--- config.mk ---
export PLATFORM = sky130hd
export DESIGN_NAME = nib_alu
export DESIGN_NICKNAME = d
export VERILOG_FILES = /design/src/rtl/nib_alu_pkg.sv /design/src/rtl/nib_alu_arith.sv /design/src/rtl/nib_alu_logic.sv /design/src/rtl/nib_alu_flagreg.sv /design/src/rtl/nib_alu.sv
export SDC_FILE = /design/constraint.sdc
export NUM_CORES = 1
export LEC_CHECK = 0
export CORE_ASPECT_RATIO = 0.7
export CORE_UTILIZATION = 48
export CTS_CLUSTER_DIAMETER = 40
export DETAILED_ROUTE_END_ITERATION = 10
export DONT_BUFFER_PORTS = 1
export PLACE_DENSITY = 0.65
export SYNTH_ARGS = -nofsm -noshare
export SYNTH_HDL_FRONTEND = slang
export SYNTH_SLANG_ARGS = --single-unit
--- constraint.sdc ---
create_clock -name clk -period 3.9 [get_ports clk]
set_input_delay 0 -clock clk [delete_from_list [all_inputs] [get_ports clk]]
set_output_delay 0 -clock clk [all_outputs]
set_load 0.01 [all_outputs]
--- src/rtl/nib_alu_pkg.sv ---
package nib_alu_pkg;

  localparam int NIB_W = 4;
  localparam int OP_W  = 5;

  typedef enum logic [OP_W-1:0] {
    OP_ADD = 5'd0,
    OP_ADC = 5'd1,
    OP_SUB = 5'd2,
    OP_SBC = 5'd3,
    OP_CMP = 5'd4,
    OP_AND = 5'd5,
    OP_OR  = 5'd6,
    OP_XOR = 5'd7,
    OP_TST = 5'd8,
    OP_NOT = 5'd9,
    OP_RRC = 5'd10,
    OP_INC = 5'd11,
    OP_DEC = 5'd12,
    OP_SCF = 5'd13,
    OP_RCF = 5'd14,
    OP_SZF = 5'd15,
    OP_RZF = 5'd16,
    OP_SDF = 5'd17,
    OP_RDF = 5'd18
  } alu_op_e;

  typedef struct packed {
    logic c;
    logic z;
    logic d;
  } alu_flags_t;

endpackage

--- src/rtl/nib_alu_arith.sv ---
module nib_alu_arith
  import nib_alu_pkg::*;
#(
  parameter int W = NIB_W
) (
  input  alu_op_e        op,
  input  logic [W-1:0]   a,
  input  logic [W-1:0]   b,
  input  logic           cin,
  input  logic           dec_mode,
  output logic [W-1:0]   res,
  output logic           cout
);

  localparam logic [W:0]   DEC_TOP = (W+1)'(9);
  localparam logic [W-1:0] DEC_FIX = W'(6);
  localparam logic [W:0]   ONE     = (W+1)'(1);

  logic [W:0] wide;
  logic       use_cin;

  assign use_cin = ((op == OP_ADC) || (op == OP_SBC)) ? cin : 1'b0;

  always_comb begin
    wide = '0;
    res  = '0;
    cout = 1'b0;
    case (op)
      OP_ADD, OP_ADC: begin
        wide = {1'b0, a} + {1'b0, b} + {{W{1'b0}}, use_cin};
        if (dec_mode && (wide > DEC_TOP)) begin
          res  = wide[W-1:0] + DEC_FIX;
          cout = 1'b1;
        end else begin
          res  = wide[W-1:0];
          cout = wide[W];
        end
      end
      OP_SUB, OP_SBC, OP_CMP: begin
        wide = {1'b0, a} - {1'b0, b} - {{W{1'b0}}, use_cin};
        cout = wide[W];
        if (dec_mode && (op != OP_CMP) && wide[W]) begin
          res = wide[W-1:0] - DEC_FIX;
        end else begin
          res = wide[W-1:0];
        end
      end
      OP_INC: begin
        wide = {1'b0, a} + ONE;
        res  = wide[W-1:0];
        cout = wide[W];
      end
      OP_DEC: begin
        wide = {1'b0, a} - ONE;
        res  = wide[W-1:0];
        cout = wide[W];
      end
      default: begin
        wide = '0;
        res  = '0;
        cout = 1'b0;
      end
    endcase
  end

endmodule

--- src/rtl/nib_alu_logic.sv ---
module nib_alu_logic
  import nib_alu_pkg::*;
#(
  parameter int W = NIB_W
) (
  input  alu_op_e        op,
  input  logic [W-1:0]   a,
  input  logic [W-1:0]   b,
  input  logic           cin,
  output logic [W-1:0]   res,
  output logic           cout
);

  always_comb begin
    res  = '0;
    cout = cin;
    case (op)
      OP_AND, OP_TST: res = a & b;
      OP_OR:          res = a | b;
      OP_XOR:         res = a ^ b;
      OP_NOT:         res = ~a;
      OP_RRC: begin
        res  = {cin, a[W-1:1]};
        cout = a[0];
      end
      default: begin
        res  = '0;
        cout = cin;
      end
    endcase
  end

endmodule

--- src/rtl/nib_alu_flagreg.sv ---
module nib_alu_flagreg
  import nib_alu_pkg::*;
(
  input  logic       clk,
  input  logic       rst_n,
  input  logic       load,
  input  alu_flags_t flags_d,
  output alu_flags_t flags_q
);

  alu_flags_t flags_nx;

  always_comb begin
    flags_nx = flags_q;
    if (load) begin
      flags_nx = flags_d;
    end
  end

  always_ff @(posedge clk or negedge rst_n) begin
    if (!rst_n) begin
      flags_q <= '0;
    end else begin
      flags_q <= flags_nx;
    end
  end

endmodule

--- src/rtl/nib_alu.sv ---
module nib_alu
  import nib_alu_pkg::*;
#(
  parameter int W = NIB_W
) (
  input  logic         clk,
  input  logic         rst_n,
  input  logic         op_valid,
  input  logic [4:0]   op_sel,
  input  logic [W-1:0] opnd_a,
  input  logic [W-1:0] opnd_b,
  input  logic         idx_mode,
  output logic [W-1:0] res_o,
  output logic         wb_en_o,
  output logic         carry_o,
  output logic         zero_o,
  output logic         dec_o
);

  alu_op_e    op;
  alu_flags_t flags_q;
  alu_flags_t flags_d;
  logic [W-1:0] ar_res;
  logic [W-1:0] lg_res;
  logic         ar_c;
  logic         lg_c;
  logic         is_arith;
  logic         is_logic;
  logic         wb_kind;
  logic [W-1:0] sel_res;
  logic         res_zero;
  logic         dec_mode;

  assign op       = alu_op_e'(op_sel);
  assign dec_mode = flags_q.d & ~idx_mode;

  nib_alu_arith #(.W(W)) u_arith (
    .op       (op),
    .a        (opnd_a),
    .b        (opnd_b),
    .cin      (flags_q.c),
    .dec_mode (dec_mode),
    .res      (ar_res),
    .cout     (ar_c)
  );

  nib_alu_logic #(.W(W)) u_logic (
    .op   (op),
    .a    (opnd_a),
    .b    (opnd_b),
    .cin  (flags_q.c),
    .res  (lg_res),
    .cout (lg_c)
  );

  // operation class decode
  always_comb begin
    is_arith = 1'b0;
    is_logic = 1'b0;
    wb_kind  = 1'b0;
    case (op)
      OP_ADD, OP_ADC, OP_SUB, OP_SBC, OP_INC, OP_DEC: begin
        is_arith = 1'b1;
        wb_kind  = 1'b1;
      end
      OP_CMP: is_arith = 1'b1;
      OP_AND, OP_OR, OP_XOR, OP_NOT, OP_RRC: begin
        is_logic = 1'b1;
        wb_kind  = 1'b1;
      end
      OP_TST: is_logic = 1'b1;
      default: begin
        is_arith = 1'b0;
        is_logic = 1'b0;
        wb_kind  = 1'b0;
      end
    endcase
  end

  always_comb begin
    sel_res = '0;
    if (is_arith) begin
      sel_res = ar_res;
    end else if (is_logic) begin
      sel_res = lg_res;
    end
  end

  assign res_zero = (sel_res == '0);

  // next flag values
  always_comb begin
    flags_d = flags_q;
    case (op)
      OP_ADD, OP_ADC, OP_SUB, OP_SBC, OP_CMP, OP_INC, OP_DEC: begin
        flags_d.c = ar_c;
        flags_d.z = res_zero;
      end
      OP_AND, OP_OR, OP_XOR, OP_TST, OP_NOT: flags_d.z = res_zero;
      OP_RRC: flags_d.c = lg_c;
      OP_SCF: flags_d.c = 1'b1;
      OP_RCF: flags_d.c = 1'b0;
      OP_SZF: flags_d.z = 1'b1;
      OP_RZF: flags_d.z = 1'b0;
      OP_SDF: flags_d.d = 1'b1;
      OP_RDF: flags_d.d = 1'b0;
      default: flags_d = flags_q;
    endcase
  end

  nib_alu_flagreg u_flags (
    .clk     (clk),
    .rst_n   (rst_n),
    .load    (op_valid),
    .flags_d (flags_d),
    .flags_q (flags_q)
  );

  assign res_o   = sel_res;
  assign wb_en_o = op_valid & wb_kind;
  assign carry_o = flags_q.c;
  assign zero_o  = flags_q.z;
  assign dec_o   = flags_q.d;


  idle_hold_chk: assert property (@(posedge clk) disable iff (!rst_n)
    !op_valid |=> ($stable(carry_o) && $stable(zero_o) && $stable(dec_o)));


  rrc_carry_chk: assert property (@(posedge clk) disable iff (!rst_n)
    (op_valid && op_sel == 5'd10) |=> (carry_o == $past(opnd_a[0]) && zero_o == $past(zero_o)));


  logic_keeps_c_chk: assert property (@(posedge clk) disable iff (!rst_n)
    (op_valid && (op_sel == 5'd5 || op_sel == 5'd6 || op_sel == 5'd7 || op_sel == 5'd9))
      |=> (carry_o == $past(carry_o) && dec_o == $past(dec_o)));


  cmp_flags_chk: assert property (@(posedge clk) disable iff (!rst_n)
    (op_valid && op_sel == 5'd4) |=> (zero_o == ($past(opnd_a) == $past(opnd_b))
                                      && carry_o == ($past(opnd_a) < $past(opnd_b))));


  dec_range_chk: assert property (@(posedge clk) disable iff (!rst_n)
    (op_valid && dec_o && !idx_mode && op_sel == 5'd0 && opnd_a <= W'(9) && opnd_b <= W'(9))
      |-> (res_o <= W'(9)));


  test_no_wb_chk: assert property (@(posedge clk) disable iff (!rst_n)
    (op_valid && (op_sel == 5'd8 || op_sel == 5'd4)) |-> !wb_en_o);

endmodule

**Word level (Yosys, flattened, before mapping)**

Cells that the tools add are included.

- Equality and inequality tests: 19
- $lt $le $gt $ge: 1
- Bitwise gates (word level): 7
- Multiplexer cells: 15
- $add $sub $neg: 8
- Reduce and logical (&&, ||, !) cells: 19

Operators by type and width:

| operator | number |
|---|---|
| 5-bit by 4-bit equality test with 1-bit output (second input constant) | 8 |
| 5-bit by 3-bit equality test with 1-bit output (second input constant) | 4 |
| 4-bit case mux with 5 select lines | 1 |
| 4-bit two-way mux | 4 |
| 4-bit case mux with 4 select lines | 1 |
| 5-bit equality test (second input constant) | 3 |
| 12-bit OR reduction | 1 |
| 11-bit OR reduction | 1 |
| 5-bit by 2-bit equality test with 1-bit output (second input constant) | 2 |
| 1-bit case mux with 4 select lines | 2 |
| 7-bit OR reduction | 1 |
| 2-bit AND reduction | 3 |
| 6-bit OR reduction | 1 |
| 4-bit by 1-bit adder with 5-bit output (second input constant) | 1 |
| 4-bit by 4-bit adder with 5-bit output | 1 |
| 5-bit by 1-bit adder with 5-bit output | 1 |
| 5-bit by 1-bit equality test with 1-bit output (second input constant) | 1 |
| 5-bit by 4-bit greater-than comparator with 1-bit output (second input constant) | 1 |
| 5-bit zero test | 1 |
| 1-bit two-way mux | 5 |
| 5-bit by 3-bit inequality test with 1-bit output (second input constant) | 1 |
| 4-bit by 1-bit subtractor with 5-bit output (second input constant) | 1 |
| 4-bit by 4-bit subtractor with 5-bit output | 1 |
| 5-bit by 1-bit subtractor with 5-bit output | 1 |
| other kinds (18) | 22 |

- Register bits: 3
- Input port bits: 17
- Word-level logic and storage cells: 72
- Output and inout bits: 8

**Depth between registers and ports, before layout**

Gate-level depths: netlist of the first run.

- Word-level depth: 11
- Depth in mapped cells: 17
- Mapped depth without buffers: 15

**Cells and area by module**

A second synthesis of the first run with hierarchy kept.

- Cell total of the unflattened synthesis: 218
- Area total of the unflattened synthesis: 1,660.3 um^2

By module, submodules not included:

| module | area an instance (um^2) | sequential area each (um^2) | cells each | times used |
|---|---|---|---|---|
| nib_alu_arith | 839.6 | 0.0 | 111 | 1 |
| nib_alu_logic | 365.4 | 0.0 | 50 | 1 |
| nib_alu | 346.6 | 0.0 | 51 | 1 |
| nib_alu_flagreg | 108.9 | 75.1 | 6 | 1 |

**Worst setup path after synthesis of the first run**

Ideal clock, no wire load.

- Path type: input to register
- From: input op_sel[0]
- To: register u_flags.flags_q[1] (netlist name)
- Arrival: 3,205 ps
- Stages on the path: 17
- Buffers on the path: 2
- Setup time: 104 ps
- Slack: 591 ps
- Required time: 3,796 ps
- Cell sequence: buf_4 buf_2 nor2b_1 nand3_1 inv_1 fa_1 fa_1 xor2_1 inv_1 ha_1 a21boi_1 a211oi_1 o21ai_1 a21o_1 o211ai_1 o211ai_1 o41ai_2

- Word-level cells in the longest chain between the ends: 11
- Elaborated cells on any way between the ends: 44
- Classes of those cells: add/sub (4); order compare (1); eq/ne (15); mux (10); reduce/logical (14)

RTL lines:

| what | line | source |
|---|---|---|
| start: declaration | nib_alu.sv:9 | `input logic [4:0] op_sel,` |
| 5-bit by 1-bit equality test with 1-bit output / 5-bit by 2-bit equality test with 1-bit output (equally long branches) | n/a |  |
| 1-bit logical OR | nib_alu_arith.sv:22 | `assign use_cin = ((op == OP_ADC) \|\| (op == OP_SBC)) ? cin : 1'b0;` |
| 1-bit two-way mux | nib_alu_arith.sv:22 |  |
| 5-bit by 1-bit adder with 5-bit output | nib_alu_arith.sv:30 | `wide = {1'b0, a} + {1'b0, b} + {{W{1'b0}}, use_cin};` |
| 5-bit by 4-bit greater-than comparator with 1-bit output | nib_alu_arith.sv:31 | `if (dec_mode && (wide > DEC_TOP)) begin` |
| 1-bit logical AND | nib_alu_arith.sv:31 |  |
| 4-bit two-way mux | nib_alu_arith.sv:31 |  |
| 4-bit case mux with 4 select lines | nib_alu_arith.sv:28 | `case (op)` |
| 4-bit two-way mux (*) | nib_alu.sv:82 | `if (is_arith) begin` |
| net res_o[2] | nib_alu.sv:13 | `output logic [W-1:0] res_o,` |
| 4-bit zero test (*) | nib_alu.sv:89 | `assign res_zero = (sel_res == '0);` |
| 1-bit case mux with 3 select lines (*) | nib_alu.sv:94 | `case (op)` |

Mark *: on every way through the listed nets, which the timed path passes. The rest lies on a longest branch.
A chain may end at the register's enable or synchronous reset.

**Worst setup path after layout of the first run**

- From: register u_flags.flags_q[2] (netlist name)
- To: register u_flags.flags_q[1] (netlist name)

- Word-level cells in the longest chain between the ends: 9
- Elaborated cells on any way between the ends: 16
- Classes of those cells: add/sub (4); order compare (1); mux (8); reduce/logical (3)

RTL lines:

| what | line |
|---|---|
| 1-bit two-way mux (*) | nib_alu_arith.sv:22 |
| 5-bit by 1-bit adder with 5-bit output | nib_alu_arith.sv:30 |
| 5-bit by 4-bit greater-than comparator with 1-bit output | nib_alu_arith.sv:31 |
| 1-bit logical AND | nib_alu_arith.sv:31 |
| 4-bit two-way mux | nib_alu_arith.sv:31 |
| 4-bit case mux with 4 select lines (*) | nib_alu_arith.sv:28 |
| 4-bit two-way mux (*) | nib_alu.sv:82 |
| net res_o[2] | nib_alu.sv:13 |
| 4-bit zero test (*) | nib_alu.sv:89 |
| 1-bit case mux with 3 select lines (*) | nib_alu.sv:94 |

Marked as above.

==> metrics.yaml, run 1 <==
synthesis:
  synth.distinct_cells: 62
  synth_nets: 242
  synth-seq-cells: 3
  synth-edff-count: 0
  synthesis.area_mm2: 0.00155
  avgSynthCellArea_um2: 7.66
  synth_ff_type: "dfrtp_1"
  syn-instance-count: 202
  yosysWarnings: 0
  seq_area_frac_synth_pct: 4.85
  async_reset_ff_share_pct: 100
clock_tree:
  cts_buffer_depth: 2
  cts.sinks: 3
  post_cts_buffers: 0
  htreeDepth: 1
  clockRootBuffer: "clkbuf_8"
  clkLatencyLatePin_ns: 0.22
  cts_tree: "yes"
  path_clk_slew_ns: 0.04
  cts_buffers: 3
sta:
  finalMaxSlewViolations: 0
  fin_crit_ns: 3.65
  relSlewSlack_pct: 55.1
  fin_setup_tns_ns: 0
  fin_ws_ns: 0.249
  rsz0062_at_grt: "false"
  hold_viol: 0
  hold_slack_ns: 0.0400
  final.period_utilization_pct: 93.6
  setup_viol: 0
  fin_skew_ns: 0.00529
  worst_pin_slew_ns: 0.672
  clock.fmax_ghz: 0.274
final_layout:
  final_area_mm2: 0.00159
  regMostFlops: "u_flags.flags_q"
  layout-drive-gt1-share_pct: 11.6
  fillers: 281
  fin_nets: 240
  largest_reg_flops: 3
  insertedDiodeCount: 0
  syn2layout_area_growth_pct: 2.75
  reg_top3: "u_flags.flags_q (3)"
detailed_routing:
  avgRoutedWirePerCell_um: 18.5
  first_iter_violations: 64
  detail-route-antenna-nets: 0
  dr_total_vias: 1502
  wl_um: 4350
  dr.pass1.iters: 4
  drcViolationCount: 0
  via_per_inst: 6.39
worst_setup_path:
  critical_path_class: "register to register"
  path_max_fanout: 4
  crit_start: "u_flags.flags_q[2]$_DFFE_PN0P_"
  start_kind: "register"
  worst_ep_required_time_ns: 4.01
  cp.arrival_ns: 3.76
  endpoint_kind: "register"
  rr_startpoint: "u_flags.flags_q[2]$_DFFE_PN0P_"
floorplan:
  fp.dieArea_mm2: 0.00346
  die_w_um: 69.9
  start_util_pct: 53.0
  rows: 16
  die_y_um: 49.5
  core_mm2: 0.00292
  ios: 25
global_routing:
  grt-ovfl-total: 0
  antenna_found_initial: 0
  grt_max_degree: 20
  grt_pass1_vias: 1508
  grt_usage_pct: 26.4
  grt_pass1_wl_um: 7240
job:
  cap_viol_max_count: 0
place:
  gp_congestion: 0.886
  placed_area_mm2: 0.00151
  port_buffers: 0
  post-place-ws_ns: 0.283
  detailed_place_hpwl_um: 3530
min_path:
  hold_start: "op_valid"
  hp-class: "input port to register"
power_and_ir_drop:
  ir_drop_uv: 174
  p_total_mw: 0.319
  power.density_mw_per_mm2: 201
  p_leak_nw: 0.665
run_status:
  status: "complete, no violations"
==> Yosys cell counts, types with 5 or more instances <==
cell type	count	area share (%)
o21ai_1	6	1.9
a21oi_1	7	2.3
nand3_1	17	5.5
nor2b_1	5	2.0
nor2_1	16	3.9
ha_1	19	15
nand2_1	12	2.9
inv_1	16	3.9
xor2_1	5	2.8
o21ai_0	8	2.6
nor3_1	5	1.6
==> critical path: stages, from the launching register on <==
cell and delay [ns]:
dfrtp_1 0.44, nand3_2 0.13, inv_1 0.06, fa_1 0.42, fa_1 0.42, xor2_1 0.17, inv_1 0.12, ha_1 0.21
a21boi_1 0.25, and4bb_1 0.26, o21ai_1 0.21, a21oi_1 0.10, o211ai_1 0.18, o211ai_1 0.21, o41ai_2 0.37
==> per-stage QoR <==
step	utilization, %	std cells
after floorplan	-	202
after global placement	51.5	228
after detailed placement	51.5	228
after CTS	54.1	235
after global routing	54.4	235
final	54.4	235
==> repair_timing <==
item	in CTS	in global routing
setup endpoints to repair	0	1
resized for setup	0	2
hold buffers	3	0
endpoints found under the hold margin	4	0
==> layer usage <==
| metal | up-vias | global-route usage [%] | part of all wire, % |
|---|---|---|---|
| met2 | 81 | 40.4 | 43 |
| met1 | 686 | 34.4 | 43 |
| li1 | 727 | - | - |
| met4 | 0 | 7.00 | 1.5 |
| met3 | 8 | 10.6 | 13 |
| met5 | - | 0 | 0 |
==> final timing paths <==
path,depth (start not counted),slack [ns],end
max,14,0.25,u_flags.flags_q[1]$_DFFE_PN0P_
min in group asynchronous,1,0.06,u_flags.flags_q[2]$_DFFE_PN0P_
min,2,0.04,u_flags.flags_q[1]$_DFFE_PN0P_
max reg2reg,14,0.25,u_flags.flags_q[1]$_DFFE_PN0P_
min reg2reg,1,0.63,u_flags.flags_q[2]$_DFFE_PN0P_
max in group asynchronous,1,3.66,u_flags.flags_q[1]$_DFFE_PN0P_
==> layout make-up <==
type / instances / area (µm²) / share of cell area (%)
multi-input combinational: 172 / 1330 / 83.7
timing repair buffer: 3 / 30.0 / 1.89
tap: 36 / 45.0 / 2.83
clock buffer: 4 / 45.0 / 2.83
sequential: 3 / 75.1 / 4.72
inverter: 17 / 63.8 / 4.01
==> power breakdown <==
| part | total [mW] | internal (mW) | switching (mW) |
|---|---|---|---|
| Combinational | 0.185 | 0.0788 | 0.106 |
| Sequential | 0.0433 | 0.0356 | 0.00776 |
| Clock | 0.0911 | 0.0698 | 0.0213 |
==> placed cells by master, fill, tap and decap left out, types with 4 or more instances in the layout <==
cell type,count
ha_1,19
inv_1,16
nor2_1,16
nand3_1,16
nand2_1,12
o21ai_0,8
a21oi_1,7
o21ai_1,6
nor2b_1,5
xor2_1,5
nor3_1,5
nand2b_1,4
nand2_2,4
o211ai_1,4
fa_1,4
==> logic make-up (layout without fill, tap and decap cells) <==
| group | count (synthesis) | in the layout | share of synthesized area, % |
|---|---|---|---|
| xor+xnor | 9 | 9 | 5.58 |
| fa+ha+maj | 23 | 23 | 20.5 |
| flops | 3 | 3 | 4.85 |
| buf+inv | 27 | 24 | 9.78 |
| compound gates | 49 | 49 | 22.9 |
| mux | 4 | 4 | 2.67 |
| simple gates | 87 | 87 | 33.7 |
(Power assumes the default switching activity.)
==> inputs of run 2 (changes only) <==
--- a/config.mk
+++ b/config.mk
@@ -7,6 +7,7 @@
 export LEC_CHECK = 0
 export CORE_ASPECT_RATIO = 0.7
 export CORE_UTILIZATION = 48
+export CTS_BUF_LIST = sky130_fd_sc_hd__clkbuf_4
 export CTS_CLUSTER_DIAMETER = 40
 export DETAILED_ROUTE_END_ITERATION = 10
 export DONT_BUFFER_PORTS = 1
==> metrics.yaml, run 2 (same netlist as run 1, synthesis figures left out) <==
final_layout:
  syn2layout_area_growth_pct: 1.78
  final_common_cell: "ha_1"
  final_cell_mix: "ha_1, inv_1, nor2_1, nand3_1, nand2_1"
  regMostFlops: "u_flags.flags_q"
  layout-drive-gt1-share_pct: 12.1
  largest_reg_flops: 3
  multi_input_area_mm2: 0.00133
  regArea_um2: 75.1
  insertedDiodeCount: 0
  fillers: 284
  reg_top3: "u_flags.flags_q (3)"
  fin_cells: 235
  fin_nets: 240
global_routing:
  antenna_found_initial: 0
  grt_max_degree: 20
  grt_pass1_wl_um: 7220
  grt_usage_pct: 26.3
  grt-ovfl-total: 0
  grt_pass1_vias: 1508
detailed_routing:
  via_per_inst: 6.37
  first_iter_violations: 75
  dr_total_vias: 1497
  dr.pass1.iters: 4
  drcViolationCount: 0
  avgRoutedWirePerCell_um: 18.4
  detail-route-antenna-nets: 0
  wl_um: 4320
worst_setup_path:
  slowest_stage: "dfrtp_1"
  rr_startpoint: "u_flags.flags_q[2]$_DFFE_PN0P_"
  path_max_fanout: 4
  worst_ep_required_time_ns: 4.03
  crit_start: "u_flags.flags_q[2]$_DFFE_PN0P_"
  endpoint_kind: "register"
  r2r_cells: 14
  critical_path_class: "register to register"
  path_buf_inv: 2
  r2r_slack_ns: 0.27
  cp.arrival_ns: 3.76
  crit_path_end: "u_flags.flags_q[1]$_DFFE_PN0P_"
  regToRegEndpoint: "u_flags.flags_q[1]$_DFFE_PN0P_"
  slowest_delay_ns: 0.45
  crit_chain: "nand3_2, inv_1, fa_1, fa_1, xor2_1, inv_1, ha_1, a21boi_1, and4bb_1, o21ai_1, a21oi_1, o211ai_1, o211ai_1, o41ai_2"
  crit_family: "compound AO/OA/AOI/OAI gates"
  worst-path-stages: 14
  start_kind: "register"
power_and_ir_drop:
  ir_drop_uv: 156
  p_leak_nw: 0.661
  power.density_mw_per_mm2: 184
floorplan:
  core_mm2: 0.00292
  rows: 16
  die_w_um: 69.9
  fp.dieArea_mm2: 0.00346
  die_y_um: 49.5
  ios: 25
  start_util_pct: 53.0
run_status:
  status: "complete, no violations"
job:
  cap_viol_max_count: 0
clock_tree:
  cts_buffer_depth: 2
  clkLatencyLatePin_ns: 0.23
  clockRootBuffer: "clkbuf_4"
  htreeDepth: 1
  path_clk_slew_ns: 0.04
  cts.sinks: 3
  cts_tree: "yes"
  post_cts_buffers: 0
  cts_buffers: 3
sta:
  fin_skew_ns: 0.00125
  rsz0062_at_grt: "false"
  clock.fmax_ghz: 0.275
  hold_slack_ns: 0.0224
  hold_viol: 0
  fin_setup_tns_ns: 0
  relSlewSlack_pct: 56.2
  setup_viol: 0
  worst_pin_slew_ns: 0.655
  finalMaxSlewViolations: 0
  final.period_utilization_pct: 93.1
  fin_crit_ns: 3.63
place:
  detailed_place_hpwl_um: 3530
  gp_congestion: 0.886
  port_buffers: 0
  place_inst: 228
min_path:
  hp-class: "input port to register"
[run 2: cell count changes in the layout (fill, tap and decap cells not counted)]
cell / previous run / this run
clkbuf_1: 1 / 0
clkbuf_4: 0 / 4
clkbuf_8: 3 / 0
[run 2: how the worst min path moves through the flow]
stage / from / end / slack, ns / depth (start not counted)
global placement: rst_n / u_flags.flags_q[2]$_DFFE_PN0P_ / -0.30 / 0
CTS: op_valid / u_flags.flags_q[1]$_DFFE_PN0P_ / 0.01 / 2
global route: op_valid / u_flags.flags_q[1]$_DFFE_PN0P_ / 0.02 / 2
floorplan: rst_n / u_flags.flags_q[0]$_DFFE_PN0P_ / -0.30 / 0
detailed placement: rst_n / u_flags.flags_q[2]$_DFFE_PN0P_ / -0.30 / 0
finish: op_valid / u_flags.flags_q[1]$_DFFE_PN0P_ / 0.02 / 2
[run 2: report_power, final]
group          total, mW  switching (mW)  internal [mW]
registers         0.0435         0.00800         0.0355
logic              0.185           0.106         0.0788
clock network     0.0618          0.0165         0.0453
total              0.290           0.130          0.160
[run 2: timing repair]
| action | 4_1_cts | 5_1_grt |
|---|---|---|
| hold endpoints to repair | 4 | 0 |
| hold buffers | 3 | 0 |
| resized for setup | 0 | 2 |
| endpoints found under the setup margin | 0 | 1 |
[run 2: cell type report]
cell class,instances,share of cell area (%)
multi-input cells,172,84.5
inverters,17,4.05
well taps,36,2.86
clock buffers,4,1.91
flip-flops and latches,3,4.77
repair buffers,3,1.91
[run 2: metal layers]
metal | vias to the layer above | wire [µm] | GRT usage (%)
li1 | 727 | - | -
met1 | 682 | 1890 | 34.2
met2 | 74 | 1820 | 39.3
met3 | 14 | 494 | 10.0
met4 | 0 | 110 | 10.0
met5 | - | 0 | 0
[run 2: per-stage QoR]
step | total power [mW] | cell area [µm²] | worst slack (ns) | util (%)
2_1_floorplan | 0.199 | 1550 | 0.591 | -
3_3_place_gp | 0.214 | 1510 | 0.408 | 51.5
3_5_place_dp | 0.220 | 1510 | 0.283 | 51.5
4_1_cts | 0.288 | 1570 | 0.259 | 53.6
5_1_grt | 0.315 | 1580 | 0.0144 | 53.9
6_report | 0.290 | 1580 | 0.268 | 53.9
